`src/rtl/chan_div_pkg.sv`:
```
package chan_div_pkg;

   // Raster slot (10 kHz units from channel 1) for a channel number 1..40.
   function automatic int unsigned chan_slot(input int unsigned ch);
      int unsigned k;
      if (ch == 23) return 29;
      if (ch == 24 || ch == 25) return ch + 3;
      k = ch - 1;
      if (ch > 3)  k = k + 1;
      if (ch > 7)  k = k + 1;
      if (ch > 11) k = k + 1;
      if (ch > 15) k = k + 1;
      if (ch > 19) k = k + 1;
      return k;
   endfunction

   // Largest slot among channels 1..num
   function automatic int unsigned max_slot(input int unsigned num);
      int unsigned m;
      m = 0;
      for (int unsigned c = 1; c <= num; c++)
         if (chan_slot(c) > m) m = chan_slot(c);
      return m;
   endfunction

endpackage

```
`src/rtl/chan_n_lookup.sv`:
```
module chan_n_lookup
   import chan_div_pkg::*;
#(
   parameter int CODE_W     = 6,
   parameter int N_W        = 10,
   parameter int NUM_CHAN   = 40,
   parameter int N_BASE     = 273,
   parameter int SLOT_CNT   = 2,
   parameter int MODE_SHIFT = 91
) (
   input  logic [CODE_W-1:0] code,
   input  logic              rx_mode,
   output logic              hit,
   output logic [N_W-1:0]    n_raw
);
   localparam int IDX_W = (NUM_CHAN > 1) ? $clog2(NUM_CHAN) : 1;

   logic [N_W-1:0]   tx_tbl [NUM_CHAN];
   logic [IDX_W-1:0] idx;
   logic [N_W-1:0]   n_tx;

   generate
      for (genvar c = 0; c < NUM_CHAN; c++) begin : g_tbl
         assign tx_tbl[c] = N_W'(N_BASE + SLOT_CNT * int'(chan_slot(c + 1)));
      end
   endgenerate

   always_comb begin
      hit  = (code != '0) && (int'(code) <= NUM_CHAN);
      idx  = hit ? IDX_W'(int'(code) - 1) : '0;
      n_tx = tx_tbl[idx];
      n_raw = rx_mode ? (n_tx - N_W'(MODE_SHIFT)) : n_tx;
   end

endmodule

```
`src/rtl/chan_n_hold.sv`:
```
module chan_n_hold #(
   parameter int N_W   = 10,
   parameter int N_RST = 273,
   parameter int N_MIN = 182,
   parameter int N_MAX = 361
) (
   input  logic           clk,
   input  logic           rst_n,
   input  logic           hit,
   input  logic [N_W-1:0] n_raw,
   output logic [N_W-1:0] n_tgt,
   output logic           valid_q
);
   always_ff @(posedge clk) begin
      if (!rst_n) begin
         n_tgt   <= N_W'(N_RST);
         valid_q <= 1'b0;
      end else begin
         valid_q <= hit;
         if (hit) n_tgt <= n_raw;
      end
   end


   hold_on_invalid_chk: assert property (@(posedge clk) disable iff (!rst_n)
      !hit |=> $stable(n_tgt));


   n_range_chk: assert property (@(posedge clk) disable iff (!rst_n)
      (int'(n_tgt) >= N_MIN) && (int'(n_tgt) <= N_MAX));

endmodule

```
`src/rtl/chan_div_counter.sv`:
```
module chan_div_counter #(
   parameter int N_W     = 10,
   parameter int N_RST   = 273,
   parameter int N_MAX   = 361,
   parameter bit REG_OUT = 1'b1
) (
   input  logic           clk,
   input  logic           rst_n,
   input  logic [N_W-1:0] n_load,
   output logic           pulse
);
   logic [N_W-1:0] cnt;
   logic           wrap;

   assign wrap = (cnt == '0);

   // Reload only at terminal count: a new ratio never cuts a period short.
   always_ff @(posedge clk) begin
      if (!rst_n)      cnt <= N_W'(N_RST - 1);
      else if (wrap)   cnt <= n_load - 1'b1;
      else             cnt <= cnt - 1'b1;
   end

   generate
      if (REG_OUT) begin : g_reg
         logic pulse_q;
         always_ff @(posedge clk) begin
            if (!rst_n) pulse_q <= 1'b0;
            else        pulse_q <= wrap;
         end
         assign pulse = pulse_q;
      end else begin : g_comb
         assign pulse = wrap & rst_n;
      end
   endgenerate


   cnt_step_chk: assert property (@(posedge clk) disable iff (!rst_n)
      (cnt != '0) |=> (cnt == $past(cnt) - 1'b1));


   cnt_bound_chk: assert property (@(posedge clk) disable iff (!rst_n)
      int'(cnt) < N_MAX);


   pulse_width_chk: assert property (@(posedge clk) disable iff (!rst_n)
      pulse |=> !pulse);

endmodule

```
`src/rtl/chan_div_top.sv`:
```
module chan_div_top
   import chan_div_pkg::*;
#(
   parameter int CODE_W     = 6,
   parameter int N_W        = 10,
   parameter int NUM_CHAN   = 40,
   parameter int N_BASE     = 273,
   parameter int SLOT_CNT   = 2,
   parameter int MODE_SHIFT = 91,
   parameter bit REG_OUT    = 1'b1
) (
   input  logic              clk,
   input  logic              rst_n,
   input  logic [CODE_W-1:0] chan_code,
   input  logic              rx_mode,
   output logic              div_pulse,
   output logic [N_W-1:0]    n_value,
   output logic              code_valid
);
   localparam int N_MAX = N_BASE + SLOT_CNT * int'(max_slot(NUM_CHAN));
   localparam int N_MIN = N_BASE - MODE_SHIFT;

   generate
      if (N_MAX >= (1 << N_W)) begin : g_bad_width
         $error("N_W too small for largest ratio");
      end
      if (N_MIN < 2) begin : g_bad_min
         $error("smallest ratio must be at least 2");
      end
      if (NUM_CHAN < 1 || NUM_CHAN >= (1 << CODE_W)) begin : g_bad_chan
         $error("NUM_CHAN does not fit the program word");
      end
   endgenerate

   logic           hit;
   logic [N_W-1:0] n_raw;
   logic [N_W-1:0] n_tgt;
   logic           valid_q;

   chan_n_lookup #(
      .CODE_W(CODE_W), .N_W(N_W), .NUM_CHAN(NUM_CHAN), .N_BASE(N_BASE),
      .SLOT_CNT(SLOT_CNT), .MODE_SHIFT(MODE_SHIFT)
   ) u_lookup (
      .code(chan_code), .rx_mode(rx_mode), .hit(hit), .n_raw(n_raw)
   );

   chan_n_hold #(
      .N_W(N_W), .N_RST(N_BASE), .N_MIN(N_MIN), .N_MAX(N_MAX)
   ) u_hold (
      .clk(clk), .rst_n(rst_n), .hit(hit), .n_raw(n_raw),
      .n_tgt(n_tgt), .valid_q(valid_q)
   );

   chan_div_counter #(
      .N_W(N_W), .N_RST(N_BASE), .N_MAX(N_MAX), .REG_OUT(REG_OUT)
   ) u_cnt (
      .clk(clk), .rst_n(rst_n), .n_load(n_tgt), .pulse(div_pulse)
   );

   assign n_value    = n_tgt;
   assign code_valid = valid_q;


   valid_track_chk: assert property (@(posedge clk) disable iff (!rst_n)
      ((chan_code == '0) || (int'(chan_code) > NUM_CHAN)) |=> !code_valid);


   rx_offset_chk: assert property (@(posedge clk) disable iff (!rst_n)
      (hit && rx_mode) |=> (int'(n_value) <= N_MAX - MODE_SHIFT));

endmodule

```
`config.mk`:
```
export PLATFORM = sky130hd
export DESIGN_NAME = chan_div_top
export DESIGN_NICKNAME = d
export VERILOG_FILES = /design/src/rtl/chan_div_pkg.sv /design/src/rtl/chan_n_lookup.sv /design/src/rtl/chan_n_hold.sv /design/src/rtl/chan_div_counter.sv /design/src/rtl/chan_div_top.sv
export SDC_FILE = /design/constraint.sdc
export NUM_CORES = 1
export LEC_CHECK = 0
export BUFFER_PORTS_ARGS = -buffer_cell sky130_fd_sc_hd__buf_4
export CAP_MARGIN = 5
export CORE_MARGIN = 2
export CORE_UTILIZATION = 63
export DETAILED_ROUTE_END_ITERATION = 10
export PLACE_DENSITY_LB_ADDON = 0.08
export SYNTH_ARGS = -nofsm -noshare
export SYNTH_HDL_FRONTEND = slang
export SYNTH_SLANG_ARGS = --single-unit
```
`constraint.sdc`:
```
create_clock -name clk -period 8.1 [get_ports clk]
set_clock_uncertainty 0.05 [all_clocks]
set_input_delay 0.405 -clock clk [delete_from_list [all_inputs] [get_ports clk]]
set_output_delay 0.405 -clock clk [all_outputs]
set_load 0.01 [all_outputs]
```
==> parameters.txt <==
Parameter                              Value

Outcome
  Outcome    completed

Routing
  Via count    1807
  Detailed Route Iter0 Violations    244
  DRC Markers    0
  Detail-routed via count per cell    6.67
  Post-Route WL    4660 um
  Wire length per cell after detailed routing    17.2 um
  Post-detailed-route count of antenna-violating nets    0
  Drt first pass iters    6

Power
  Ratio of total power to cell area    157 nW/um^2
  Worst vdd ir    0.180 mV
  Leakage power figure    0.000797 uW

Logic synthesis
  Total number of yosys warnings    0
  Number of distinct library cells after synthesis    61
  Post-synth top flop    sky130_fd_sc_hd__dfxtp_1
  Library cell occupying the most area in the post-synthesis netlist    sky130_fd_sc_hd__dfxtp_1
  Mapped Nets    245
  Post-synthesis average cell area    between 8 and 9 sq um
  Count of mapped cells out of synthesis    224
  Share of the yosys chip area belonging to registers    22.6%
  Post-synth top area share    22.6%
  Share of async-settable or async-resettable flops after synthesis    0%
  Cell types occupying the most area after synthesis    sky130_fd_sc_hd__dfxtp_1, sky130_fd_sc_hd__ha_1, sky130_fd_sc_hd__xnor2_1, sky130_fd_sc_hd__a21oi_1, sky130_fd_sc_hd__nor2_1
  Post-Synthesis Cell Area    roughly 1900 sq um
  Synthesized flop and latch total    21
  Number of enable flip-flop cells after synthesis    0

Run
  Number of maximum-capacitance violations    0

CTS
  Total of cells resized after clock tree synthesis    0
  Clock-pin slew of the registers on the worst-case setup and hold paths    110 ps
  Clock tree from TritonCTS    done
  H-tree Lvls    1
  Number of setup buffers added after CTS    0
  CTS Root Buffer Type    sky130_fd_sc_hd__clkbuf_4
  Total clock buffers created by CTS    3
  Count of hold-fix buffers inserted at cts    0
  Bufs on Longest Clock Path    2
  # clock sinks    21
  Clock network latency to the later pin of the worst-skew pair    approximately 300 ps

STA
  Maximum operating frequency    0.247 GHz
  Period minus WS final    roughly 4000 ps
  Pin slew with the least headroom to its limit    968 ps
  Finish-stage setup viols    0
  Remaining max-slew budget at the tightest pin    35.5%
  Worst Hold Margin    283 ps
  Setup repair after global routing missed its margin    no
  Final slew viol count    0
  Sum of negative setup slack    0 ps
  Final period util    50.0%
  Final Hold Violating Endpoints    0

Global routing
  Overflow left after global routing    0
  Number of antenna violations at the first check in global routing    0
  Wire length of the first global-routing pass    7740 um
  All-layer global routing usage    29.1%
  Maximum number of pins on one net before global-route repair    13
  Number of global-route vias before repair    1623

Layout
  Cell Count, Final, Fillers Out    271
  Final core occ    72.9%
  Area growth from synthesis to final layout    9.16%
  Number of nets in the layout    262
  Fraction of final layout cells sized beyond drive strength 1    17.9%
  Total inserted antenna cells    0
  Final design area excluding fillers    2030 sq um

Worst setup path
  CP Cell Sequence    buf_4 -> inv_1 -> ha_1 -> nor3b_1 -> o22ai_1 -> nor2_1 -> inv_1 -> ha_1 -> inv_1 -> a211oi_1 -> nor4_1 -> o41ai_2 -> o211ai_2 -> ha_1 -> o31ai_2 -> xnor2_1 -> o21ai_1
  Cell family with the largest share of critical-path delay    compound AO/OA/AOI/OAI gates
  Sort of element at the start of the critical path    primary input
  Count of buffering cells on the critical path with inverters included    4
  Required arrival time at the worst endpoint    8260 ps
  Worst Setup End Kind    flip-flop
  Delay of the slowest cell on the worst path    around 750 ps
  Endpoint arrival time on the critical path    about 4200 ps
  Start-to-end type of the worst setup path    in2reg
  Maximum fanout count along the critical path    12
  Slowest cell on the critical path    sky130_fd_sc_hd__o22ai_1

Die
  Number of core rows    19
  Standard cell core area    2780 sq um
  Chip width    between 50 and 60 um
  Height of the chip    58.3 um
  Starting density of the core    between 60% and 70%
  Die outline area    roughly 3400 sq um
  IO Pins    21

Place
  Number of port buffers    19
  Weighted congestion reported at the end of routability-driven placement    0.943
  Dpl cell area    2000 sq um
  Placed Instances    267
  Total half-perimeter wirelength after legalization and detailed placement    3540 um

Hold path
  Classification of the worst-slack hold path    in2reg
cells by family after synthesis:
logic type      share of synthesized area (%)
simple gates                             24.7
compound gates                           30.0
flops                                    22.6
buf+inv                                  4.58
xor+xnor                                 7.07
fa+ha+maj                                8.08
mux                                      2.76
other cells                             0.202
layout make-up:
cell class,count,area (sq um)
Multi-Input combinational cell,186,1360
Fill cell,231,753
Sequential cell,21,420
Tap cell,31,38.8
Inverter,9,33.8
Timing Repair Buffer,20,150
Clock buffer,4,26.3
cells in the mapped netlist (all sizes together), types with 2 or more instances:
cell type / count
or3: 5
xnor2: 10
nand2b: 2
and2: 3
o311ai: 2
nor4: 3
dfxtp: 21
o21ai: 14
mux2i: 4
a21o: 4
a2bb2oi: 2
nor2: 20
o31ai: 4
nand2: 14
nor4b: 3
xor2: 5
inv: 8
a211oi: 11
o22a: 2
or3b: 2
clkbuf: 3
nor2b: 5
nand3b: 4
buf: 5
nand3: 7
a21oi: 17
o211ai: 2
nor3: 5
o2111ai: 4
ha: 12
or4: 3
stage by stage:
| stage | power, uW | worst slack, ps |
|---|---|---|
| finish | 319 | 4050 |
| global route | 340 | 3650 |
| CTS | 317 | 4110 |
| detailed placement | 268 | 3770 |
| global placement | 261 | 4000 |
| floorplan | 230 | 4570 |
state kept, by name (all words and copies together) (netlist names):
register,cells
u_hold.n_tgt,9
u_cnt.pulse,1
u_cnt.cnt,10
u_hold.valid_q,1
path summary, 6_finish.rpt:
check / startpoint / end / slack [ps] / depth (start not counted)
min reg2reg: u_cnt.cnt[3] / u_cnt.cnt[3] / 490 / 2
max: chan_code[0] / u_hold.n_tgt[5] / 4050 / 17
max reg2reg: u_cnt.cnt[1] / u_cnt.cnt[6] / 5260 / 10
min: rst_n / u_cnt.cnt[8] / 280 / 2
routing by layer:
layer	GRT usage (%)	share of wire [%]	vias to the layer above	wire length (um)
met3	4.84	8.8	8	410
met1	45.6	47	840	2170
li1	-	-	871	-
met5	0	0	-	0
met2	41.7	44	88	2030
met4	5.98	0.94	0	44
where the power goes:
group / total, uW / internal (uW) / leakage [uW] / switching (uW)
Clock: 50.0 / 19.2 / 0.0000150 / 30.8
Combinational: 137 / 58.5 / 0.000608 / 78.6
Sequential: 132 / 117 / 0.000173 / 15.3
placed cells by master, fill, tap and decap left out, drive strengths merged, types with 5 or more instances in the layout:
master / Yosys / layout
nor2b: 5 / 5
dfxtp: 21 / 21
nand2: 14 / 14
ha: 12 / 12
a21oi: 17 / 17
nor2: 20 / 20
o21ai: 14 / 14
xor2: 5 / 5
inv: 8 / 8
nor3: 5 / 5
a211oi: 11 / 11
or3: 5 / 5
nand3: 7 / 7
buf: 5 / 20
xnor2: 10 / 10
worst register-to-register path, stage by stage, from the launching register on:
cell and delay (ps):
sky130_fd_sc_hd__dfxtp_1 340, sky130_fd_sc_hd__or4_1 600, sky130_fd_sc_hd__nor4_2 580, sky130_fd_sc_hd__buf_4 270
sky130_fd_sc_hd__a21oi_1 100, sky130_fd_sc_hd__ha_1 240, sky130_fd_sc_hd__nand4b_1 200, sky130_fd_sc_hd__nor2_1 90
sky130_fd_sc_hd__nor2b_1 110, sky130_fd_sc_hd__o21ai_1 70, sky130_fd_sc_hd__a31oi_1 130
Note: power is estimated with default switching activity, not from simulation.
